File: config.mk
export PLATFORM = sky130hd
export DESIGN_NAME = pt_walker
export DESIGN_NICKNAME = d
export VERILOG_FILES = /design/src/rtl/pt_walk_pkg.sv /design/src/rtl/pt_walk_addr.sv /design/src/rtl/pt_walk_decode.sv /design/src/rtl/pt_walk_ctrl.sv /design/src/rtl/pt_walker.sv
export SDC_FILE = /design/constraint.sdc
export NUM_CORES = 1
export LEC_CHECK = 0
export BUFFER_PORTS_ARGS = -buffer_cell sky130_fd_sc_hd__buf_2
export CAP_MARGIN = 40
export CORE_MARGIN = 2
export CORE_UTILIZATION = 51
export DETAILED_ROUTE_END_ITERATION = 10
export GPL_TIMING_DRIVEN = 1
export HOLD_SLACK_MARGIN = 0.1
export PLACE_DENSITY = 0.95
export REMOVE_ABC_BUFFERS = 1
export SETUP_SLACK_MARGIN = 0.15
export SKIP_CTS_REPAIR_TIMING = 1
export SKIP_LAST_GASP = 1
export SLEW_MARGIN = 20
export SYNTH_ARGS = -nofsm -noshare
export SYNTH_HDL_FRONTEND = slang
export SYNTH_SLANG_ARGS = --single-unit
File: constraint.sdc
create_clock -name clk -period 2.8 [get_ports clk]
set_input_delay 0.56 -clock clk [delete_from_list [all_inputs] [get_ports clk]]
set_output_delay 0.56 -clock clk [all_outputs]
set_load 0.03 [all_outputs]
File: src/rtl/pt_walk_pkg.sv
package pt_walk_pkg;
  typedef enum logic [1:0] {
    ST_IDLE  = 2'd0,
    ST_ISSUE = 2'd1,
    ST_WAIT  = 2'd2
  } walk_st_e;
endpackage

File: src/rtl/pt_walk_addr.sv
// Forms the physical address of the entry read at the current level.
module pt_walk_addr #(
  parameter int VA_W  = 48,
  parameter int PA_W  = 52,
  parameter int IDX_W = 9,
  parameter int OFF_W = 12,
  parameter int LVLS  = 4,
  localparam int LVL_W = $clog2(LVLS)
) (
  input  logic [VA_W-1:0]  va,
  input  logic [PA_W-1:0]  base,
  input  logic [LVL_W-1:0] lvl,
  output logic [PA_W-1:0]  entry_addr
);
  localparam int ENT_SH = 3;

  function automatic logic [PA_W-1:0] slot_addr(input logic [PA_W-1:0] b,
                                                input logic [IDX_W-1:0] ix);
    return b + {{(PA_W-IDX_W-ENT_SH){1'b0}}, ix, {ENT_SH{1'b0}}};
  endfunction

  logic [IDX_W-1:0] idx [LVLS];

  for (genvar g = 0; g < LVLS; g++) begin : g_idx
    assign idx[g] = va[VA_W-1-g*IDX_W -: IDX_W];
  end

  logic unused_off;
  assign unused_off = ^va[OFF_W-1:0];

  assign entry_addr = slot_addr(base, idx[lvl]);
endmodule

File: src/rtl/pt_walk_decode.sv
// Interprets a returned entry at the current level.
module pt_walk_decode #(
  parameter int VA_W  = 48,
  parameter int PA_W  = 52,
  parameter int IDX_W = 9,
  parameter int OFF_W = 12,
  parameter int LVLS  = 4,
  parameter int PTE_W = 64,
  localparam int LVL_W  = $clog2(LVLS),
  localparam int BIG_W  = OFF_W + IDX_W
) (
  input  logic [PTE_W-1:0] pte,
  input  logic [LVL_W-1:0] lvl,
  input  logic [VA_W-1:0]  va,
  output logic             present,
  output logic             is_big,
  output logic             is_last,
  output logic [PA_W-1:0]  next_base,
  output logic [PA_W-1:0]  pa_small,
  output logic [PA_W-1:0]  pa_big
);
  localparam int PS_BIT = 7;
  localparam logic [LVL_W-1:0] BIG_LVL  = LVL_W'(LVLS - 2);
  localparam logic [LVL_W-1:0] LAST_LVL = LVL_W'(LVLS - 1);

  function automatic logic [PA_W-1:0] frame_of(input logic [PTE_W-1:0] e);
    return {e[PA_W-1:OFF_W], {OFF_W{1'b0}}};
  endfunction

  function automatic logic [PA_W-1:0] join_small(input logic [PTE_W-1:0] e,
                                                 input logic [VA_W-1:0] v);
    return {e[PA_W-1:OFF_W], v[OFF_W-1:0]};
  endfunction

  function automatic logic [PA_W-1:0] join_big(input logic [PTE_W-1:0] e,
                                               input logic [VA_W-1:0] v);
    return {e[PA_W-1:BIG_W], v[BIG_W-1:0]};
  endfunction

  assign present   = pte[0];
  assign is_big    = (lvl == BIG_LVL) && pte[PS_BIT];
  assign is_last   = (lvl == LAST_LVL);
  assign next_base = frame_of(pte);
  assign pa_small  = join_small(pte, va);
  assign pa_big    = join_big(pte, va);

  logic unused_bits;
  assign unused_bits = ^{pte[PTE_W-1:PA_W], pte[OFF_W-1:PS_BIT+1], pte[PS_BIT-1:1]};
endmodule

File: src/rtl/pt_walk_ctrl.sv
// Walk sequencing, per-walk state and result registers.
module pt_walk_ctrl
  import pt_walk_pkg::*;
#(
  parameter int VA_W  = 48,
  parameter int PA_W  = 52,
  parameter int OFF_W = 12,
  parameter int LVLS  = 4,
  localparam int LVL_W = $clog2(LVLS)
) (
  input  logic             clk,
  input  logic             rst_n,
  input  logic             start,
  input  logic [VA_W-1:0]  vaddr,
  input  logic [PA_W-1:0]  root_base,
  input  logic             mem_rvalid,
  input  logic             present,
  input  logic             is_big,
  input  logic             is_last,
  input  logic [PA_W-1:0]  next_base,
  input  logic [PA_W-1:0]  pa_small,
  input  logic [PA_W-1:0]  pa_big,
  output logic [VA_W-1:0]  va_q,
  output logic [PA_W-1:0]  base_q,
  output logic [LVL_W-1:0] lvl_q,
  output logic             walk_accept,
  output logic             resp_take,
  output logic             busy,
  output logic             mem_req,
  output logic             done,
  output logic [PA_W-1:0]  paddr,
  output logic             big_page,
  output logic             fault,
  output logic [LVL_W-1:0] fault_lvl
);
  walk_st_e st;

  assign walk_accept = (st == ST_IDLE) && start;
  assign resp_take   = (st == ST_WAIT) && mem_rvalid;
  assign busy        = (st != ST_IDLE);
  assign mem_req     = (st == ST_ISSUE);

  logic unused_root;
  assign unused_root = ^root_base[OFF_W-1:0];

  always_ff @(posedge clk) begin
    if (!rst_n) begin
      st        <= ST_IDLE;
      va_q      <= '0;
      base_q    <= '0;
      lvl_q     <= '0;
      done      <= 1'b0;
      paddr     <= '0;
      big_page  <= 1'b0;
      fault     <= 1'b0;
      fault_lvl <= '0;
    end else begin
      done <= 1'b0;
      unique case (st)
        ST_IDLE: begin
          if (walk_accept) begin
            va_q   <= vaddr;
            base_q <= {root_base[PA_W-1:OFF_W], {OFF_W{1'b0}}};
            lvl_q  <= '0;
            st     <= ST_ISSUE;
          end
        end
        ST_ISSUE: st <= ST_WAIT;
        ST_WAIT: begin
          if (resp_take) begin
            if (!present) begin
              st        <= ST_IDLE;
              done      <= 1'b1;
              fault     <= 1'b1;
              fault_lvl <= lvl_q;
              paddr     <= '0;
              big_page  <= 1'b0;
            end else if (is_big) begin
              st        <= ST_IDLE;
              done      <= 1'b1;
              fault     <= 1'b0;
              fault_lvl <= '0;
              paddr     <= pa_big;
              big_page  <= 1'b1;
            end else if (is_last) begin
              st        <= ST_IDLE;
              done      <= 1'b1;
              fault     <= 1'b0;
              fault_lvl <= '0;
              paddr     <= pa_small;
              big_page  <= 1'b0;
            end else begin
              base_q <= next_base;
              lvl_q  <= lvl_q + 1'b1;
              st     <= ST_ISSUE;
            end
          end
        end
        default: st <= ST_IDLE;
      endcase
    end
  end
endmodule

File: src/rtl/pt_walker.sv
module pt_walker #(
  parameter int VA_W  = 48,
  parameter int PA_W  = 52,
  parameter int IDX_W = 9,
  parameter int OFF_W = 12,
  parameter int LVLS  = 4,
  parameter int PTE_W = 64,
  localparam int LVL_W = $clog2(LVLS)
) (
  input  logic             clk,
  input  logic             rst_n,
  input  logic [PA_W-1:0]  root_base,
  input  logic             start,
  input  logic [VA_W-1:0]  vaddr,
  output logic             busy,
  output logic             mem_req,
  output logic [PA_W-1:0]  mem_addr,
  input  logic             mem_rvalid,
  input  logic [PTE_W-1:0] mem_rdata,
  output logic             done,
  output logic [PA_W-1:0]  paddr,
  output logic             big_page,
  output logic             fault,
  output logic [LVL_W-1:0] fault_lvl
);
  logic [VA_W-1:0]  va_q;
  logic [PA_W-1:0]  base_q;
  logic [LVL_W-1:0] lvl_q;
  logic             walk_accept;
  logic             resp_take;
  logic             present;
  logic             is_big;
  logic             is_last;
  logic [PA_W-1:0]  next_base;
  logic [PA_W-1:0]  pa_small;
  logic [PA_W-1:0]  pa_big;

  pt_walk_addr #(
    .VA_W(VA_W), .PA_W(PA_W), .IDX_W(IDX_W), .OFF_W(OFF_W), .LVLS(LVLS)
  ) u_addr (
    .va         (va_q),
    .base       (base_q),
    .lvl        (lvl_q),
    .entry_addr (mem_addr)
  );

  pt_walk_decode #(
    .VA_W(VA_W), .PA_W(PA_W), .IDX_W(IDX_W), .OFF_W(OFF_W),
    .LVLS(LVLS), .PTE_W(PTE_W)
  ) u_dec (
    .pte       (mem_rdata),
    .lvl       (lvl_q),
    .va        (va_q),
    .present   (present),
    .is_big    (is_big),
    .is_last   (is_last),
    .next_base (next_base),
    .pa_small  (pa_small),
    .pa_big    (pa_big)
  );

  pt_walk_ctrl #(
    .VA_W(VA_W), .PA_W(PA_W), .OFF_W(OFF_W), .LVLS(LVLS)
  ) u_ctrl (
    .clk         (clk),
    .rst_n       (rst_n),
    .start       (start),
    .vaddr       (vaddr),
    .root_base   (root_base),
    .mem_rvalid  (mem_rvalid),
    .present     (present),
    .is_big      (is_big),
    .is_last     (is_last),
    .next_base   (next_base),
    .pa_small    (pa_small),
    .pa_big      (pa_big),
    .va_q        (va_q),
    .base_q      (base_q),
    .lvl_q       (lvl_q),
    .walk_accept (walk_accept),
    .resp_take   (resp_take),
    .busy        (busy),
    .mem_req     (mem_req),
    .done        (done),
    .paddr       (paddr),
    .big_page    (big_page),
    .fault       (fault),
    .fault_lvl   (fault_lvl)
  );
endmodule

Word-level counts from Yosys, hierarchy flattened:

Cells that the tools add are included.

* add/subtract/negate cells: 2
* magnitude comparators: 1
* eq/ne operators: 10
* multiplexer cells: 35
* bitwise logic cells: 1
* reduce and logical (&&, ||, !) cells: 11

Operator list (count)
* $mux W52: 8
* $pmux W52 S2: 1
* $add A52 B12 Y52: 1
* $mux W2: 12
* $bmux W9 S2: 1
* $mux W9: 2
* $mux W1: 9
* $ne A2 B2 Y1 const B: 4
* $eq A2 B2 Y1 const B: 3
* $pmux W2 S3: 1
* $reduce_and A3 Y1: 2
* $reduce_and A6 Y1: 1
* $pmux W2 S2: 1
* $reduce_and A2 Y1: 2
* $reduce_bool A2 Y1: 2
* $ge A3 B3 Y1 const B: 1
* $logic_and A1 B1 Y1: 3
* $ne A3 B1 Y1 const B: 1
* $not A2 Y3: 1
* $add A2 B1 Y2 const B: 1
* $eq A2 B1 Y1 const B: 1
* $logic_not A2 Y1: 1
* $ne A2 B1 Y1 const B: 1

* flip-flop bits (word level): 161
* input bits: 168
* output and inout bits: 111
* word-level logic and storage cells: 69

Logic depth before layout (Yosys ltp):

* depth in word-level cells: 6
* gate-level depth with buffers: 9
* gate-level depth less buffers: 6

By module:

A second synthesis with hierarchy kept.

* cells, all modules: 1116
* area, all modules: 9321.4 um^2

By module, submodules not included
* pt_walk_ctrl: instances 1, cells each 777, area an instance 6672.6 um^2, sequential area each 3223.1 um^2
* pt_walk_addr: instances 1, cells each 179, area an instance 1450.1 um^2, sequential area each 0.0 um^2
* pt_walk_decode: instances 1, cells each 160, area an instance 1198.6 um^2, sequential area each 0.0 um^2

Worst setup path after synthesis:

No wires, ideal clock.

* path kind: register to output
* from: register u_ctrl.lvl_q[0]
* to: output port mem_addr[10]
* arrival time: 1232 ps
* required time: 2240 ps
* setup slack: 1008 ps
* stages on the path, launching flop included: 3
* path buffers: 1
* cells stage by stage: dfxtp_1 > buf_2 > mux4_2

* cells in the longest elaborated chain, start to end: 5

RTL lines
* start, declared: RTL line pt_walk_ctrl.sv:25 `output logic [LVL_W-1:0] lvl_q,`
* start signal, assigned: RTL line pt_walk_ctrl.sv:94 `lvl_q <= lvl_q + 1'b1;`
* $not A2 Y3 (implied by the code): RTL line pt_walk_addr.sv:31 `assign entry_addr = slot_addr(base, idx[lvl]);`
* $bmux W9 S2: RTL line pt_walk_addr.sv:31
* $mux W9 (implied by the code) (2 in series): RTL line pt_walk_addr.sv:31
* $add A52 B12 Y52: RTL line pt_walk_addr.sv:19 `return b + {{(PA_W-IDX_W-ENT_SH){1'b0}}, ix, {ENT_SH{1'b0}}};`
* end, declared: RTL line pt_walker.sv:17 `output logic [PA_W-1:0] mem_addr,`

Every way passes these cells. The select of a mux whose other input is x is not followed.

Worst setup path in the final report:

* from: register u_ctrl.lvl_q[0]
* to: register u_ctrl.base_q[17]

* cells in the longest elaborated chain, start to end: 4
* elaborated cells between the ends (all ways): 6
* those cells by class: eq/ne: 4; reduce/logical: 2

RTL lines
* $eq A2 B2 Y1: RTL line pt_walk_decode.sv:41 `assign is_big = (lvl == BIG_LVL) && pte[PS_BIT];`
* $logic_and A1 B1 Y1: RTL line pt_walk_decode.sv:41
* $ne A2 B2 Y1 (no line)
* $reduce_and A6 Y1 (no line) (*)
* end signal, assigned: RTL line pt_walk_ctrl.sv:63 `base_q <= {root_base[PA_W-1:OFF_W], {OFF_W{1'b0}}};`
* end signal, assigned: RTL line pt_walk_ctrl.sv:93 `base_q <= next_base;`
* end, declared: RTL line pt_walk_ctrl.sv:24 `output logic [PA_W-1:0] base_q,`

Mark *: on every way between the ends. The rest lies on a longest branch, timed or not.
A chain may end at the register's enable or synchronous reset.

==> results.txt <==
----------------------------------------------------
[Run status]
  Result of the run ... completed

[Worst setup path]
  FF-to-FF Start ... u_ctrl.lvl_q[0]$_SDFFE_PN0P_
  Critical path startpoint category ... register
  Internal reg-to-reg setup slack ... 470 ps
  Maximum cell stage delay along the critical path ... 440 ps
  Data arrival time of the critical path ... 2670 ps
  Endpoint of the worst-slack reg-to-reg timing path ... u_ctrl.base_q[17]$_SDFFE_PN0P_
  Critical path peak fanout ... 45
  Ordered cell list for the critical path ... buf_4, inv_1, ha_1, and2_1, o31ai_4, buf_4, o21ai_0, a21oi_1
  Kind of capture point of the worst setup path ... register
  Worst Path Class, Setup ... register to register
  Worst Reg-to-Reg Cells ... 8
  Most repeated library cell on the critical path ... sky130_fd_sc_hd__buf_4
  Data required time at the worst endpoint ... 3140 ps
  CP max-delay cell ... sky130_fd_sc_hd__buf_4

[Cells and area]
  Most frequent cells in the layout ... 240 x sky130_fd_sc_hd__buf_2, 153 x sky130_fd_sc_hd__nand2_1, 149 x sky130_fd_sc_hd__dfxtp_1
  Fraction of final layout cells with drive strength greater than 1 ... 35.0%
  Net count reported at finish ... 1,085
  Most frequent standard cell in the layout excluding fill and tap cells ... sky130_fd_sc_hd__buf_2
  Final standard cell count with taps included and fillers excluded ... 1,097
  Layout area overhead ... 28.6%
  Final core utilization ... 67.5%

[STA]
  Max-Slew Margin vs Limit ... 65.1%
  Worst-case hold slack ... 377 ps
  Post-layout worst setup margin ... 474 ps
  Final-report hold violation count ... 0
  Upper clock frequency limit ... 430 MHz
  Time the worst path needs with I/O delays and setup ... 2330 ps
  Share of the clock period used by the worst path after layout ... 83.1%
  Setup violation total in the final timing report ... 0
  Worst Skew ... 9.70 ps
  Transition at the pin with the smallest max-transition slack ... 523 ps
  Final max-slew violation count ... 0
  Setup repair after global routing missed its margin ... false

[Yosys]
  Post-synth EDFFs ... 0
  Xor and xnor area share after synthesis ... 0%
  Number of synthesis warnings ... 0
  Synth Flop Type ... sky130_fd_sc_hd__dfxtp_1
  Number of synthesized register bits ... 149
  Post-Synthesis Mean Instance Area ... 9.05 sq um
  Count of unique library cells instantiated by Yosys ... 37
  Area fraction in compound gates after synthesis ... 21.6%
  Post-synthesis share of cell area spent on full adders, half adders and majority gates ... 0.393%
  Combinational family with the most area after synthesis ... compound AO/OA/AOI/OAI gates
  Count of mapped cells out of synthesis ... 703
  Top cell type's share of synthesized area ... 46.9%
  Async set-or-reset flop fraction in the synthesized netlist ... 0%
  Cells taking the most area after synthesis ... sky130_fd_sc_hd__dfxtp_1 47%, sky130_fd_sc_hd__nand2_1 9.0%, sky130_fd_sc_hd__a21boi_0 9.0%
  Share of synthesized area spent on multiplexers ... 9.48%
  Post-synth design cell area ... 6360 sq um
  Post-synthesis share of cell area spent on and, or, nand and nor gates ... 16.1%
  Most area-hungry cell type in the Yosys netlist ... sky130_fd_sc_hd__dfxtp_1
  Fraction of the yosys area taken by sequential cells ... 46.9%

[Place]
  HPWL after detailed placement ... 11,800 um
  Cells after DPL ... 1,064
  Count of port buffers added during placement ... 241
  Weighted congestion at the end of routability-driven global placement ... 0.796
  Post-placement setup slack ... 531 ps

[Worst hold path]
  Worst hold stages ... 3
  Hold Crit Endpoint ... u_ctrl.va_q[34]$_SDFFE_PN0P_
  Hold path startpoint ... vaddr[34]
  Hold Path Class ... input pin to register

[Route]
  Post-detailed-routing wire length ... 17,300 um
  Total vias in the final route ... 5,847
  Count of antenna-violating nets left after detailed routing ... 0
  Routed length per instance ... 15.8 um
  Number of detailed-routing iterations run before antenna repair ... 5
  Post-route DRC ... 0
  Per-cell via count in the routed design ... 5.33
  Number of DRC markers after the initial detailed-route iteration ... 354

[Floorplanning]
  Row count ... 40
  Die Span X ... 116 um
  Initial cell density of the core ... 52.5%
  Die ar. ... 13,400 sq um
  Height of the die ... 116 um
  Ports ... 279
  Area of the core region ... 12,100 sq um

[Clocking]
  Number of buffers added by the clock tree synthesis step ... 17
  Insertion delay to the later sink of the worst-skew pair ... 410 ps
  TritonCTS clock tree ... built
  Deepest clock path buffer count ... 2
  Sink count of the clock tree ... 149
  Clock-pin slew of the registers on the worst-case setup and hold paths ... 60 ps
  Cell chosen for the clock root ... sky130_fd_sc_hd__clkbuf_16
  H-tree levels ... 4

[Power and ir drop]
  Overall power ... 5.22 mW
  LEAKAGE ... 3.60 nW
  Worst vdd rail ir drop ... 442 uV
  Power density normalized to cell area ... 638 nW/um^2

[Global route]
  Maximum number of pins on one net before global-route repair ... 71
  Remaining global-route overflow ... 0
  Global-route total usage across every layer ... 25.5%
  Vias in the first global route ... 5,653
  First-pass GRT wire length ... 26,600 um
  Antenna violations before repair ... 1

[Run]
  MaxCap Viol Count ... 0

----------------------------------------------------
-- registers in the layout, indices dropped and copies added (netlist names) --
signal / flops
u_ctrl.fault: 1
u_ctrl.paddr: 52
u_ctrl.fault_lvl: 2
u_ctrl.base_q: 40
u_ctrl.va_q: 48
u_ctrl.big_page: 1
u_ctrl.lvl_q: 2
u_ctrl.st: 2
u_ctrl.done: 1
-- power breakdown --
part	internal [mW]	switching [mW]	total [mW]
registers	2.23	0.0571	2.29
clock network	1.33	0.878	2.21
logic	0.259	0.460	0.719
total	3.82	1.40	5.22
-- critical path, delay by kind of cell, from the launching register on --
family | cells | cell delay, ps
simple gates | 1 | 260
compound gates | 3 | 570
fa+ha+maj | 1 | 350
buf+inv | 3 | 710
flops | 1 | 330
-- layer usage --
layer	share of wire (%)	GRT usage, %	routed length [um]
met5	0	0	0
met4	1.8	10.6	317
met1	40	28.2	6840
met2	51	45.3	8810
met3	7.8	7.95	1350
-- cells in the mapped netlist (2+ instances only) --
cell type                  number
sky130_fd_sc_hd__and2_1         3
sky130_fd_sc_hd__nand2b_1       2
sky130_fd_sc_hd__mux2i_1       40
sky130_fd_sc_hd__clkbuf_1      26
sky130_fd_sc_hd__o21ai_0       51
sky130_fd_sc_hd__buf_2         24
sky130_fd_sc_hd__a22oi_1        9
sky130_fd_sc_hd__buf_6          3
sky130_fd_sc_hd__nor2_1         3
sky130_fd_sc_hd__inv_1          2
sky130_fd_sc_hd__nand2_1      153
sky130_fd_sc_hd__nand3_1       52
sky130_fd_sc_hd__nor2b_1       12
sky130_fd_sc_hd__a21oi_1       21
sky130_fd_sc_hd__mux4_2         9
sky130_fd_sc_hd__o21a_1         2
sky130_fd_sc_hd__dfxtp_1      149
sky130_fd_sc_hd__ha_1           2
sky130_fd_sc_hd__a21oi_2       20
sky130_fd_sc_hd__buf_4         12
sky130_fd_sc_hd__a21boi_1      17
sky130_fd_sc_hd__a21boi_0      76
-- worst max path at each step --
stage                     slack [ps]  depth (start not counted)                         start                              to
after floorplan                 -850                          6  u_ctrl.lvl_q[0]$_SDFFE_PN0P_  u_ctrl.base_q[24]$_SDFFE_PN0P_
after global placement           580                          8  u_ctrl.lvl_q[0]$_SDFFE_PN0P_    u_ctrl.lvl_q[0]$_SDFFE_PN0P_
after detailed placement         530                          8  u_ctrl.lvl_q[0]$_SDFFE_PN0P_    u_ctrl.lvl_q[0]$_SDFFE_PN0P_
after CTS                        500                          8  u_ctrl.lvl_q[0]$_SDFFE_PN0P_  u_ctrl.base_q[17]$_SDFFE_PN0P_
after global routing             290                          8  u_ctrl.lvl_q[0]$_SDFFE_PN0P_  u_ctrl.base_q[26]$_SDFFE_PN0P_
final                            470                          8  u_ctrl.lvl_q[0]$_SDFFE_PN0P_  u_ctrl.base_q[17]$_SDFFE_PN0P_
-- per-stage QoR --
step           TNS (ps)  area [sq um]
2_1_floorplan    -34650          6020
3_3_place_gp          0          7600
3_5_place_dp          0          7600
4_1_cts               0          8180
5_1_grt               0          8180
6_report              0          8180
-- area by class of cell --
type,instances,area (sq um)
Antenna cell,1,2.50
Clock buffer,20,447
Clock inverter,12,131
Fill cell,985,3930
Inverter,2,7.51
Multi-Input combinational cell,488,3040
Sequential cell,149,2980
Tap cell,168,210
Timing Repair Buffer,257,1350
-- logic make-up after synthesis --
logic type,after synthesis
flip-flops,149
adder cells (fa/ha/maj),2
other,1
buffers and inverters,68
multiplexers,49
AND/OR/NAND/NOR,234
AO/OA/AOI/OAI,200
Power figures use the tool's default switching activity.
